$ cat src/rtl/idaw_pkg.sv
package idaw_pkg;
   typedef enum logic [1:0] {
      OP_READ  = 2'd0,
      OP_WRITE = 2'd1,
      OP_SKIP  = 2'd2,
      OP_SKIP3 = 2'd3
   } idaw_op_e;

   typedef enum logic [2:0] {
      S_IDLE,
      S_FREQ,
      S_FWAIT,
      S_CHUNK,
      S_CREQ,
      S_CWAIT
   } idaw_st_e;

   localparam int unsigned BLK_SMALL = 2048;
   localparam int unsigned BLK_LARGE = 4096;
endpackage

$ cat src/rtl/idaw_blk_calc.sv
module idaw_blk_calc #(
   parameter int unsigned LW         = 16,
   parameter bit          BIG_BLK_EN = 1'b1
) (
   input  logic          fmt64,
   input  logic          half,
   input  logic [11:0]   addr_lo,
   input  logic [LW-1:0] rem,
   output logic [12:0]   blk_size,
   output logic [11:0]   blk_mask,
   output logic [12:0]   left,
   output logic [LW-1:0] chunk
);
   logic          big;
   logic [LW:0]   left_x;
   logic [LW:0]   rem_x;

   generate
      if (LW < 13) begin : g_bad_lw
         $error("idaw_blk_calc: LW must be at least 13");
      end
      if (BIG_BLK_EN) begin : g_big
         assign big = fmt64 & ~half;
      end else begin : g_small_only
         assign big = 1'b0;
      end
   endgenerate

   assign blk_size = big ? 13'(idaw_pkg::BLK_LARGE) : 13'(idaw_pkg::BLK_SMALL);
   assign blk_mask = 12'(blk_size - 13'd1);
   assign left     = blk_size - {1'b0, addr_lo & blk_mask};
   assign left_x   = {{(LW-12){1'b0}}, left};
   assign rem_x    = {1'b0, rem};
   assign chunk    = (rem_x < left_x) ? rem : left_x[LW-1:0];
endmodule

$ cat src/rtl/idaw_ptr_check.sv
module idaw_ptr_check #(
   parameter int unsigned AW = 64,
   parameter int unsigned IW = 16
) (
   input  logic [AW-1:0] base,
   input  logic [IW-1:0] idx,
   input  logic          fmt64,
   input  logic [63:0]   rsp_data,
   input  logic [11:0]   blk_mask,
   output logic [AW-1:0] ent_addr,
   output logic          addr_ok,
   output logic [AW-1:0] ptr,
   output logic          ptr_bad,
   output logic          ptr_unaligned
);
   logic [AW-1:0] idx_x;
   logic [AW-1:0] p64;
   logic [AW-1:0] p32;

   generate
      if (AW < 32 || AW > 64) begin : g_bad_aw
         $error("idaw_ptr_check: AW must be within 32..64");
      end
      if (IW >= AW) begin : g_bad_iw
         $error("idaw_ptr_check: IW must be below AW");
      end
      if (AW == 64) begin : g_p64_full
         assign p64 = rsp_data;
      end else begin : g_p64_cut
         assign p64 = rsp_data[AW-1:0];
      end
      if (AW > 32) begin : g_p32_ext
         assign p32 = {{(AW-32){1'b0}}, rsp_data[63:32]};
      end else begin : g_p32_eq
         assign p32 = rsp_data[63:32];
      end
   endgenerate

   assign idx_x         = {{(AW-IW){1'b0}}, idx};
   assign ent_addr      = base + (fmt64 ? (idx_x << 3) : (idx_x << 2));
   assign addr_ok       = fmt64 ? (ent_addr[2:0] == 3'd0) : (ent_addr[1:0] == 2'd0);
   assign ptr           = fmt64 ? p64 : p32;
   assign ptr_bad       = ~fmt64 & rsp_data[63];
   assign ptr_unaligned = |(ptr[11:0] & blk_mask);
endmodule

$ cat src/rtl/idaw_walker.sv
module idaw_walker #(
   parameter int unsigned AW         = 64,
   parameter int unsigned LW         = 16,
   parameter int unsigned IW         = 16,
   parameter int unsigned CW         = 32,
   parameter bit          BIG_BLK_EN = 1'b1
) (
   input  logic          clk,
   input  logic          rst_n,
   input  logic          init_valid,
   input  logic [AW-1:0] init_base,
   input  logic          init_fmt64,
   input  logic          init_half,
   input  logic          req_valid,
   output logic          req_ready,
   input  logic [LW-1:0] req_len,
   input  logic [1:0]    req_op,
   output logic          done,
   output logic          done_err,
   output logic          ent_req_valid,
   input  logic          ent_req_ready,
   output logic [AW-1:0] ent_addr,
   input  logic          ent_rsp_valid,
   input  logic [63:0]   ent_rsp_data,
   input  logic          ent_rsp_err,
   output logic          cmd_valid,
   input  logic          cmd_ready,
   output logic [AW-1:0] cmd_addr,
   output logic [LW-1:0] cmd_len,
   output logic          cmd_write,
   input  logic          dat_rsp_valid,
   input  logic          dat_rsp_err,
   output logic [IW-1:0] ent_idx,
   output logic [AW-1:0] cur_addr,
   output logic [CW-1:0] byte_cnt,
   output logic          stream_broken
);
   import idaw_pkg::*;

   generate
      if (CW < LW) begin : g_bad_cw
         $error("idaw_walker: CW must be at least LW");
      end
   endgenerate

   idaw_st_e      st;
   idaw_op_e      op;
   logic [AW-1:0] base;
   logic          fmt64, half, first;
   logic [LW-1:0] rem;

   logic [12:0]   blk_size, left;
   logic [11:0]   blk_mask;
   logic [LW-1:0] chunk;
   logic          addr_ok, ptr_bad, ptr_unal;
   logic [AW-1:0] ptr;

   logic          init_fire, is_skip, fail_now, adv_now;

   idaw_blk_calc #(.LW(LW), .BIG_BLK_EN(BIG_BLK_EN)) u_calc (
      .fmt64(fmt64), .half(half), .addr_lo(cur_addr[11:0]), .rem(rem),
      .blk_size(blk_size), .blk_mask(blk_mask), .left(left), .chunk(chunk)
   );

   idaw_ptr_check #(.AW(AW), .IW(IW)) u_ptr (
      .base(base), .idx(ent_idx), .fmt64(fmt64), .rsp_data(ent_rsp_data),
      .blk_mask(blk_mask), .ent_addr(ent_addr), .addr_ok(addr_ok),
      .ptr(ptr), .ptr_bad(ptr_bad), .ptr_unaligned(ptr_unal)
   );

   assign init_fire     = (st == S_IDLE) && init_valid;
   assign req_ready     = (st == S_IDLE) && !init_valid;
   assign is_skip       = op[1];
   assign ent_req_valid = (st == S_FREQ) && addr_ok;
   assign cmd_valid     = (st == S_CREQ);
   assign cmd_addr      = cur_addr;
   assign cmd_len       = chunk;
   assign cmd_write     = (op == OP_WRITE);

   always_comb begin
      fail_now = 1'b0;
      adv_now  = 1'b0;
      unique case (st)
         S_FREQ:  fail_now = !addr_ok;
         S_FWAIT: fail_now = ent_rsp_valid &&
                             (ent_rsp_err || ptr_bad || (!first && ptr_unal));
         S_CHUNK: adv_now  = is_skip;
         S_CWAIT: begin
            fail_now = dat_rsp_valid && dat_rsp_err;
            adv_now  = dat_rsp_valid && !dat_rsp_err;
         end
         default: ;
      endcase
   end

   always_ff @(posedge clk or negedge rst_n) begin
      if (!rst_n) begin
         st            <= S_IDLE;
         op            <= OP_READ;
         base          <= '0;
         fmt64         <= 1'b0;
         half          <= 1'b0;
         first         <= 1'b0;
         rem           <= '0;
         ent_idx       <= '0;
         cur_addr      <= '0;
         byte_cnt      <= '0;
         stream_broken <= 1'b0;
         done          <= 1'b0;
         done_err      <= 1'b0;
      end else begin
         done     <= 1'b0;
         done_err <= 1'b0;
         if (init_fire) begin
            base          <= init_base;
            fmt64         <= init_fmt64;
            half          <= init_half;
            ent_idx       <= '0;
            cur_addr      <= '0;
            byte_cnt      <= '0;
            stream_broken <= 1'b0;
         end else if (st == S_IDLE && req_valid) begin
            op  <= idaw_op_e'(req_op);
            rem <= req_len;
            if (stream_broken) begin
               done     <= 1'b1;
               done_err <= 1'b1;
            end else if (req_len == '0) begin
               done <= 1'b1;
            end else if (ent_idx == '0) begin
               first <= 1'b1;
               st    <= S_FREQ;
            end else if (left == blk_size) begin
               first <= 1'b0;
               st    <= S_FREQ;
            end else begin
               st <= S_CHUNK;
            end
         end
         if (st == S_FREQ && !addr_ok) ent_idx <= ent_idx + 1'b1;
         if (st == S_FREQ && addr_ok && ent_req_ready) st <= S_FWAIT;
         if (st == S_FWAIT && ent_rsp_valid) begin
            ent_idx <= ent_idx + 1'b1;
            if (!fail_now) begin
               cur_addr <= ptr;
               st       <= S_CHUNK;
            end
         end
         if (st == S_CHUNK && !is_skip) st <= S_CREQ;
         if (st == S_CREQ && cmd_ready) st <= S_CWAIT;
         if (adv_now) begin
            cur_addr <= cur_addr + AW'(chunk);
            byte_cnt <= byte_cnt + CW'(chunk);
            rem      <= rem - chunk;
            if (rem == chunk) begin
               done <= 1'b1;
               st   <= S_IDLE;
            end else begin
               first <= 1'b0;
               st    <= S_FREQ;
            end
         end
         if (fail_now) begin
            stream_broken <= 1'b1;
            done          <= 1'b1;
            done_err      <= 1'b1;
            st            <= S_IDLE;
         end
      end
   end


   done_err_chk: assert property (@(posedge clk) disable iff (!rst_n)
      done_err |-> done);

   done_pulse_chk: assert property (@(posedge clk) disable iff (!rst_n)
      done |=> !done);

   idx_step_chk: assert property (@(posedge clk) disable iff (!rst_n)
      !init_fire |=> (ent_idx == $past(ent_idx) || ent_idx == $past(ent_idx) + 1'b1));

   broken_sticky_chk: assert property (@(posedge clk) disable iff (!rst_n)
      (stream_broken && !init_fire) |=> stream_broken);

   cmd_in_block_chk: assert property (@(posedge clk) disable iff (!rst_n)
      cmd_valid |-> (cmd_len != '0 &&
         (32'(cmd_addr[11:0] & blk_mask) + 32'(cmd_len)) <= 32'(blk_size)));

   cmd_hold_chk: assert property (@(posedge clk) disable iff (!rst_n)
      (cmd_valid && !cmd_ready) |=> (cmd_valid && $stable(cmd_addr) && $stable(cmd_len)));

   ent_align_chk: assert property (@(posedge clk) disable iff (!rst_n)
      ent_req_valid |-> (fmt64 ? (ent_addr[2:0] == 3'd0) : (ent_addr[1:0] == 2'd0)));

   skip_quiet_chk: assert property (@(posedge clk) disable iff (!rst_n)
      cmd_valid |-> !is_skip);
endmodule

$ cat config.mk
export PLATFORM = sky130hd
export DESIGN_NAME = idaw_walker
export DESIGN_NICKNAME = d
export VERILOG_FILES = /design/src/rtl/idaw_pkg.sv /design/src/rtl/idaw_blk_calc.sv /design/src/rtl/idaw_ptr_check.sv /design/src/rtl/idaw_walker.sv
export SDC_FILE = /design/constraint.sdc
export NUM_CORES = 1
export LEC_CHECK = 0
export BUFFER_PORTS_ARGS = -buffer_cell sky130_fd_sc_hd__buf_4
export CAP_MARGIN = 20
export CORE_MARGIN = 4
export CORE_UTILIZATION = 49
export CTS_CLUSTER_DIAMETER = 100
export DETAILED_ROUTE_END_ITERATION = 12
export GPL_TIMING_DRIVEN = 0
export PLACE_DENSITY = 0.78
export SKIP_LAST_GASP = 1
export SLEW_MARGIN = 20
export SYNTH_ARGS = -nofsm -noshare
export SYNTH_HDL_FRONTEND = slang
export SYNTH_SLANG_ARGS = --single-unit
$ cat constraint.sdc
create_clock -name clk -period 5.7 [get_ports clk]
set_input_delay 0.855 -clock clk [delete_from_list [all_inputs] [get_ports clk]]
set_output_delay 0.855 -clock clk [all_outputs]
set_load 0.01 [all_outputs]
==> results of run 1 <==
## synthesized netlist by cell type (16+ instances only)
cell type	instances	area share, %
nand2_1	356	8.6
dfrtp_1	203	33
o21ai_0	102	3.3
nor2_1	97	2.3
nand3_1	92	3.0
ha_1	77	6.2
a21oi_1	75	2.4
xnor2_1	73	4.1
buf_4	70	3.4
mux2i_1	58	3.7
clkbuf_1	52	1.3
inv_1	51	1.2
and3_1	34	1.4
nand4_1	32	1.3
nor3_1	31	0.99
xor2_1	30	1.7
a21o_1	29	1.4
a31oi_1	27	1.1
mux2_2	25	1.8
and2_1	24	0.96
nor4_1	23	0.92
o211ai_1	23	1.1
buf_2	21	0.67
a41oi_1	19	1.1
o31ai_1	18	0.87
a211oi_1	17	0.82
buf_1	17	0.41
a311oi_1	16	0.90
## routing by layer
layer	GRT usage, %	routed length [um]
met3	7.80	6490
met5	0	0
met4	11.3	2480
met1	42.6	23900
met2	55.8	28800
## final cells by class
| class | count | area (sq um) | area share (%) |
|---|---|---|---|
| Buffer | 158 | 943 | 4.50 |
| Clock buffer | 36 | 697 | 3.32 |
| Clock inverter | 8 | 65.1 | 0.310 |
| Inverter | 52 | 195 | 0.931 |
| Multi-Input combinational cell | 1479 | 9900 | 47.2 |
| Sequential cell | 203 | 5090 | 24.3 |
| Tap cell | 402 | 503 | 2.40 |
| Timing Repair Buffer | 467 | 3580 | 17.1 |
## worst max-delay path, delay by kind of cell, from the launching register on
family	cells	cell delay, ns
mux	1	0.37
compound gates	6	1.39
simple gates	10	1.81
buf+inv	4	0.57
xor+xnor	1	0.22
flops	1	0.50
fa+ha+maj	3	0.84
## repair_timing
action                                  in CTS  in global routing
endpoints found under the setup margin     130                 95
cloned                                       0                  1
setup buffers                               16                 31
pin swaps                                   11                 41
resized for setup                           49                 81
## how the worst max path moves through the flow
stage,slack [ns],end
finish,-0.10,cmd_addr[29]$_DFF_PN0_
global route,-0.31,cmd_addr[29]$_DFF_PN0_
CTS,-0.05,ent_addr[60]
detailed placement,-1.01,cmd_addr[54]$_DFF_PN0_
global placement,-1.0,cmd_addr[50]$_DFF_PN0_
floorplan,0.02,cmd_addr[60]$_DFF_PN0_
## registers in the layout, summed over array words and instances, names as in the netlist
name and count:
stream_broken 1, done_err 1, cmd_addr 64, half 1
rem 16, first 1, base 64, st 3
done 1, op 2, byte_cnt 32, ent_idx 16
fmt64 1
## power groups by stage
stage | Sequential (W) | Clock (W) | Combinational [W]
finish | 0.00251 | 0.00153 | 0.00834
global route | 0.00256 | 0.00160 | 0.00902
CTS | 0.00250 | 0.00155 | 0.00780
detailed placement | 0.00251 | 0 | 0.00761
global placement | 0.00249 | 0 | 0.00745
floorplan | 0.00236 | 0 | 0.00506
## stage by stage
step	instance area, sq um	instances	util (%)	hold WS, ns	power (W)
2_1_floorplan	15700	1895	-	0.438	0.00743
3_3_place_gp	19300	2714	61.4	0.452	0.00994
3_5_place_dp	19400	2716	61.6	0.460	0.0101
4_1_cts	20400	2774	64.9	0.210	0.0118
5_1_grt	21000	2805	66.6	0.214	0.0132
6_report	21000	2805	66.6	0.206	0.0124
## cells by family after synthesis
logic type / Yosys count / synth area share, %
simple gates: 774 / 23.6
compound gates: 429 / 18.8
buf+inv: 213 / 7.03
flops: 203 / 32.6
xor+xnor: 103 / 5.78
mux: 83 / 5.53
fa+ha+maj: 81 / 6.69
other cells: 1 / 0.0240
==> results_dict.tcl, run 1 <==
set metrics [dict create \
    status "complete, but fails checks" \
    violations "negative setup slack" \
    htreeDepth 1 \
    pwr-share-comb_pct 67.4 \
    overflow 0 \
    start_util_pct 49.6 \
    synth_area_sq_um 15600 \
    seq_area_frac_synth_pct 32.6 \
    clock_sinks 203 \
    internal_power_w 0.00644 \
    period_share_pct 102 \
    drtIter0Drc 1819 \
    drcViolationCount 0 \
    first_global_vias 16373 \
    grt_pass1_wl_um 93400 \
    synth.avg_cell_area_sq_um 8.27 \
    hold_violations 0 \
    dieArea_sq_um 34800 \
    die_h_um 186 \
    hpwl_um 46700 \
    io_pins 421 \
    power_frac_seq_pct 20.2 \
    r2r-end "cmd_addr[29]$_DFF_PN0_" \
    ir_drop_uv 388 \
    synthCells 1887 \
    nets 2625 \
    cp-start-kind "register" \
    r2r_start "cmd_addr[1]$_DFF_PN0_" \
    maxCapViolations 0 \
    clock_skew_ns 0.0127 \
    vias_per_cell 6.09 \
    fp.dieW_um 186 \
    root_buffer "clkbuf_16" \
    rsz0062_at_grt "true" \
    swShare_pct 48.0 \
    postRouteAntennaNets 0 \
    ctsHoldBuffers 0 \
    grt_max_degree 96 \
    area_delta_synth_final_pct 34.4 \
    endpoint_kind "register" \
    finalWeightedCongestion 0.983 \
    clock.fmax_ghz 0.172 \
    period_needed_ns 5.80 \
    diodes 0 \
    io_buffers 417 \
    drt_pass1_iterations 5 \
    mostFrequentLayoutCell "buf_4" \
    finalMaxSlewViolations 0 \
    fp.coreArea_sq_um 31500 \
    place_ws_ns -1.01 \
    r2r_setup_slack_ns -0.10 \
    finalWirelength_um 61700 \
    p_per_area_nw_per_um2 591 \
    row_count 65 \
    ys.flop_type "dfrtp_1" \
    crit_top_cell "nand2_1" \
    numCtsBuffers 25 \
    antenna_found_initial 0 \
    synth_edf_count 0 \
    critPathRequiredTime_ns 6.13 \
    slowest_stage "dfrtp_2" \
    layout-drive-gt1-share_pct 29.8 \
    holdCritPathClass "in -> async" \
    clk_pin_slew_ns 0.06 \
    synth_cell_types 85 \
    wl_per_cell_um 22.0 \
    worst_slew_pin_slew_ns 1.38 \
    fillers 2662 \
    p_sw_w 0.00594 \
    ys_warn_count 0 \
    finalSetupTns_ns -0.845 \
    ys_async_sr_fraction_pct 100 \
    final_cell_mix "529 x buf_4, 355 x nand2_1, 197 x dfrtp_1, 97 x nor2_1, 92 x nand3_1" \
    arrival_ns 6.23 \
    cts_tree "done" \
    criticalPathCategory "reg -> reg" \
    clock_latency_ns 0.53 \
    grtUsageTotal_pct 33.3 \
    p_clk_share_pct 12.4 \
    setup_viol 22 \
    critical_path.max_fanout 10 \
    cpPeakStageDelay_ns 0.50 \
    vias 17082 \
    p_leak_nw 10.2 \
    r2r_cells 25 \
    crit_path_start "cmd_addr[1]$_DFF_PN0_" \
    slew_headroom_pct 7.43 \
    setup_slack_ns -0.101 \
    clk_path_buf_depth 3 \
    ys_ff_latch 203 \
]
No activity file was read; power rests on OpenSTA's default activity.
==> inputs of run 2 (changes only) <==
CORE_UTILIZATION = 25   (was 49)
CTS_CLUSTER_SIZE = 10   (was default)
PLACE_DENSITY = default   (was 0.78)
==> run 2 against run 1 <==
The flow still finishes with violations (negative setup slack). Clock skew up 0.0013 ns. Largest cell class unchanged. Critical endpoint is now cmd_addr[58]$_DFF_PN0_. First-iteration DRC count down 33%. Combinational power up 5.0%. Wire length up 16%. Global-route usage down 13 points. Die area up 91%.
==> results_dict.tcl, run 2 (same netlist as run 1, synthesis figures left out) <==
set metrics [dict create \
    final_cell_mix "547 x buf_4, 354 x nand2_1, 197 x dfrtp_1, 96 x nor2_1, 91 x nand3_1" \
    wl_per_cell_um 21.9 \
    cpPeakStageDelay_ns 0.46 \
    place_ws_ns -1.22 \
    grtUsageTotal_pct 20.3 \
    cts_tree "done" \
    io_pins 421 \
    criticalPathCategory "reg -> reg" \
    period_needed_ns 5.76 \
    area_delta_synth_final_pct 40.6 \
    slowest_stage "dfrtp_2" \
    drt_pass1_iterations 7 \
    hold_violations 0 \
    overflow 0 \
    layout-drive-gt1-share_pct 31.8 \
    clock_sinks 203 \
    p_leak_nw 10.4 \
    r2r_start "cmd_addr[5]$_DFF_PN0_" \
    clk_path_buf_depth 3 \
    dieArea_sq_um 66500 \
    maxCapViolations 0 \
    nets 2653 \
    start_util_pct 25.3 \
    antenna_found_initial 5 \
    clock_skew_ns 0.0139 \
    drtIter0Drc 1211 \
    hpwl_um 55000 \
    p_per_area_nw_per_um2 581 \
    root_buffer "clkbuf_16" \
    path_buf_inv 6 \
    clock_latency_ns 0.55 \
    cp-start-kind "register" \
    htreeDepth 1 \
    timing.hold.ws_ns 0.233 \
    clk_pin_slew_ns 0.07 \
    grt_pass1_wl_um 104000 \
    dpl_cell_area_sq_um 19900 \
    vias_per_cell 5.13 \
    ctsHoldBuffers 0 \
    grt_max_degree 87 \
    arrival_ns 6.18 \
    worst_slew_pin_slew_ns 1.40 \
    numCtsBuffers 24 \
    row_count 91 \
    setup_slack_ns -0.0600 \
    period_share_pct 101 \
    critPathRequiredTime_ns 6.12 \
    r2r-end "cmd_addr[58]$_DFF_PN0_" \
    ir_drop_uv 322 \
    postRouteAntennaNets 0 \
    violations "negative setup slack" \
    rsz0062_at_grt "true" \
    holdCritPathClass "in -> async" \
    fp.dieW_um 258 \
    endpoint_kind "register" \
    mostFrequentLayoutCell "buf_4" \
    critical_path.max_fanout 5 \
    fp.coreArea_sq_um 61700 \
    design_area_sq_um 21900 \
    finalWeightedCongestion 0.925 \
    first_global_vias 16177 \
    slew_headroom_pct 6.04 \
    io_buffers 417 \
    setup_viol 5 \
    crit_family "compound AO/OA/AOI/OAI gates" \
    drcViolationCount 0 \
    clock.fmax_ghz 0.174 \
    r2r_setup_slack_ns -0.06 \
    vias 16706 \
    crit_path_start "cmd_addr[5]$_DFF_PN0_" \
    status "complete, but fails checks" \
    r2r_cells 26 \
    die_h_um 258 \
    finalMaxSlewViolations 0 \
    finalWirelength_um 71500 \
    finalSetupTns_ns -0.0943 \
]
-- run 2: area by class of cell --
cell class / count / area, sq um
flip-flops and latches: 203 / 5090
inverters: 52 / 195
diodes: 2 / 5.00
repair buffers: 492 / 3810
plain buffers: 161 / 985
clock inverters: 1 / 5.00
fillers: 6582 / 39800
multi-input cells: 1480 / 10200
clock buffers: 28 / 647
well taps: 837 / 1050
-- run 2: worst reg2reg max path, stage by stage, from the launching register on --
cell and delay, ns:
dfrtp_2 0.46, nor4_4 0.32, nor4b_4 0.28, buf_4 0.16
buf_4 0.11, nand2_1 0.08, xnor2_2 0.23, inv_1 0.07
ha_1 0.31, nand2_1 0.08, nor2_1 0.06, a2111oi_2 0.38
nand2_2 0.14, buf_6 0.15, mux2i_4 0.17, ha_2 0.21
inv_2 0.04, fa_2 0.39, nor2b_1 0.16, o21a_1 0.19
o211ai_1 0.14, a21oi_2 0.32, o31ai_4 0.17, buf_6 0.18
a2111oi_4 0.35, o21ai_1 0.13, a221o_1 0.35
-- run 2: worst max-delay path by stage --
| stage | endpoint | cells past startpoint |
|---|---|---|
| after global placement | byte_cnt[26]$_DFFE_PN0P_ | 25 |
| after floorplan | cmd_addr[60]$_DFF_PN0_ | 27 |
| final | cmd_addr[58]$_DFF_PN0_ | 26 |
| after CTS | cmd_addr[55]$_DFF_PN0_ | 25 |
| after detailed placement | byte_cnt[18]$_DFFE_PN0P_ | 25 |
| after global routing | cmd_addr[58]$_DFF_PN0_ | 26 |
-- run 2: power by group --
group          total, W  leakage [nW]  internal [W]  switching (W)
registers       0.00254          2.67       0.00189       0.000652
logic           0.00876          7.38       0.00397        0.00479
clock network   0.00145         0.322      0.000786       0.000661
total            0.0127          10.4       0.00664        0.00611
-- run 2: repair_timing --
| item | CTS | global route |
|---|---|---|
| buffers inserted | 27 | 44 |
| endpoints found under the setup margin | 137 | 93 |
| gates resized for setup | 69 | 128 |
| gates cloned | 3 | 0 |
| pin swaps | 15 | 53 |
-- run 2: per-stage QoR --
| step | utilization [%] | power [W] | std cells |
|---|---|---|---|
| finish | 35.5 | 0.0127 | 3256 |
| global route | 35.5 | 0.0137 | 3254 |
| CTS | 34.2 | 0.0121 | 3210 |
| detailed placement | 32.3 | 0.0103 | 3151 |
| global placement | 32.2 | 0.0103 | 3149 |
| floorplan | - | 0.00743 | 1895 |
-- run 2: layer usage --
layer  global-route usage [%]  vias up  part of all wire, %
met1                     25.6     8005                   40
li1                         -     7816                    -
met5                        0        -                0.048
met3                     5.28      130                  9.0
met2                     34.3      749                   47
met4                     5.85        6                  3.4
==> inputs of run 3 (changes only) <==
CORE_ASPECT_RATIO = 1.4   (was default)
CTS_CLUSTER_SIZE = 8   (was 10)
MAX_ROUTING_LAYER = met4   (was default)
==> run 3 against run 2 <==
Cell count down 0.46%. Non-clock buffer count down 4. The run still ends with negative setup slack left. Die area about the same. Total power up 2.9%. Sequential share of layout area down 0.064 points. Clock skew down 0.0022 ns. Setup slack better by 0.051 ns. Utilization about the same. Critical path depth up 2. Clock power up 10%.
==> results_dict.tcl, run 3 (same netlist as run 1, synthesis figures left out) <==
set metrics [dict create \
    antenna_found_initial 1 \
    hpwl_um 56100 \
    root_buffer "clkbuf_16" \
    seq_area_sq_um 5080 \
    critPathRequiredTime_ns 6.16 \
    fp.dieW_um 219 \
    wl_per_cell_um 22.4 \
    r2r_cells 28 \
    place_ws_ns -1.10 \
    vias_per_cell 5.18 \
    power_frac_seq_pct 19.5 \
    crit_top_cell "a21o_1" \
    finalWeightedCongestion 0.956 \
    clk_pin_slew_ns 0.06 \
    start_util_pct 25.2 \
    die_h_um 304 \
    p_clk_share_pct 12.2 \
    period_needed_ns 5.71 \
    finalMaxSlewViolations 0 \
    criticalPathCategory "reg -> reg" \
    vias 16775 \
    drt_pass1_iterations 6 \
    layout-drive-gt1-share_pct 31.5 \
    grt_pass1_wl_um 103000 \
    internal_power_w 0.00684 \
    clock.fmax_ghz 0.175 \
    crit_family "compound AO/OA/AOI/OAI gates" \
    clock_skew_ns 0.0118 \
    swShare_pct 47.9 \
    fp.coreArea_sq_um 61900 \
    cp-start-kind "register" \
    p_leak_nw 10.4 \
    r2r_start "cmd_addr[2]$_DFF_PN0_" \
    slowest_stage "dfrtp_1" \
    clock_sinks 203 \
    first_global_vias 16081 \
    fillers 6597 \
    area_delta_synth_final_pct 40.9 \
    p_sw_w 0.00628 \
    setup_viol 1 \
    htreeDepth 1 \
    period_share_pct 100 \
    row_count 108 \
    grtUsageTotal_pct 21.0 \
    slew_headroom_pct 6.96 \
    cpPeakStageDelay_ns 0.40 \
    rsz0062_at_grt "true" \
    grt_max_degree 64 \
    finalWirelength_um 72500 \
    postRouteAntennaNets 0 \
    setup_slack_ns -0.00931 \
    status "complete, but fails checks" \
    violations "negative setup slack" \
    holdCritPathClass "in -> async" \
    path_buf_inv 7 \
    multi_input_area_sq_um 10100 \
    mostFrequentLayoutCell "buf_4" \
    overflow 0 \
    critical_path.max_fanout 6 \
    io_buffers 417 \
    dieArea_sq_um 66500 \
    pwr-share-comb_pct 68.4 \
    worst_slew_pin_slew_ns 1.39 \
    clock_latency_ns 0.57 \
    drcViolationCount 0 \
    r2r_setup_slack_ns -0.009 \
    final_cell_mix "538 x buf_4, 355 x nand2_1, 199 x dfrtp_1, 96 x nor2_1, 92 x nand3_1" \
    arrival_ns 6.17 \
    p_per_area_nw_per_um2 597 \
    r2r-end "cmd_addr[38]$_DFF_PN0_" \
    endpoint_kind "register" \
    hold_violations 0 \
    nets 2653 \
    clk_path_buf_depth 3 \
    fin_util_pct 35.5 \
    ir_drop_uv 367 \
    drtIter0Drc 1501 \
    cts_tree "done" \
    numCtsBuffers 29 \
    maxCapViolations 0 \
    io_pins 421 \
]
-- run 3: cell count changes in the layout (fill, tap and decap cells not counted), sizes merged --
cell and delta:
buf -3, clkbuf +1, diode -1, inv +1, o2bb2ai -1
-- run 3: power groups by stage --
stage / combinational, W / sequential (W) / clock, W
after floorplan: 0.00506 / 0.00236 / 0
after global placement: 0.00784 / 0.00254 / 0
after detailed placement: 0.00787 / 0.00255 / 0
after CTS: 0.00825 / 0.00252 / 0.00164
after global routing: 0.00976 / 0.00261 / 0.00168
final: 0.00897 / 0.00255 / 0.00160
-- run 3: layout make-up --
class                      instances  share of cell area [%]
antenna                            1                  0.0114
tap                              825                    4.70
sequential                       203                    23.1
clock inverter                     2                  0.0626
multi-input combinational       1479                    46.0
clock buffer                      30                    3.36
inverter                          52                   0.888
timing repair buffer             488                    17.4
buffer                           161                    4.47
-- run 3: stage by stage --
stage          cell area, sq um  TNS (ns)  instances  hold slack, ns  total power [W]
3_3_place_gp              19900    -61.09       3137           0.449           0.0104
4_1_cts                   21200         0       3196           0.156           0.0124
6_report                  22000  -0.00931       3241           0.172           0.0131
2_1_floorplan             15700         0       1895           0.438          0.00743
5_1_grt                   22000     -9.29       3241           0.179           0.0141
3_5_place_dp              19900    -62.65       3140           0.465           0.0104
-- run 3: how the worst max path moves through the flow --
stage | start | end | slack [ns] | depth (start not counted)
2_1_floorplan | cmd_addr[2]$_DFF_PN0_ | cmd_addr[60]$_DFF_PN0_ | 0.02 | 27
3_3_place_gp | cmd_addr[2]$_DFF_PN0_ | byte_cnt[26]$_DFFE_PN0P_ | -1.09 | 25
3_5_place_dp | cmd_addr[2]$_DFF_PN0_ | byte_cnt[18]$_DFFE_PN0P_ | -1.10 | 25
4_1_cts | cmd_addr[1]$_DFF_PN0_ | cmd_addr[51]$_DFF_PN0_ | 0.0006 | 26
5_1_grt | cmd_addr[2]$_DFF_PN0_ | cmd_addr[30]$_DFF_PN0_ | -0.30 | 28
6_report | cmd_addr[2]$_DFF_PN0_ | cmd_addr[38]$_DFF_PN0_ | -0.009 | 28
-- run 3: timing repair --
item,CTS,global route
gates resized for setup,66,119
setup buffers,24,42
pin swaps,14,52
endpoints found under the setup margin,133,93
gates cloned,0,2
hold buffers,0,0
-- run 3: worst register-to-register path, delay by kind of cell (launching register included) --
kind / cells / cell delay, ns
flip-flops: 1 / 0.40
adder cells (fa/ha/maj): 2 / 0.44
buffers and inverters: 7 / 0.97
multiplexers: 1 / 0.32
AO/OA/AOI/OAI: 11 / 2.17
XOR/XNOR: 1 / 0.15
AND/OR/NAND/NOR: 6 / 1.13
-- run 3: layer usage --
metal | GRT usage [%] | vias up | part of all wire, %
li1 | - | 7791 | -
met4 | 7.99 | 0 | 4.5
met5 | - | - | 0
met2 | 36.0 | 778 | 50
met1 | 24.7 | 8024 | 38
met3 | 3.55 | 182 | 7.5
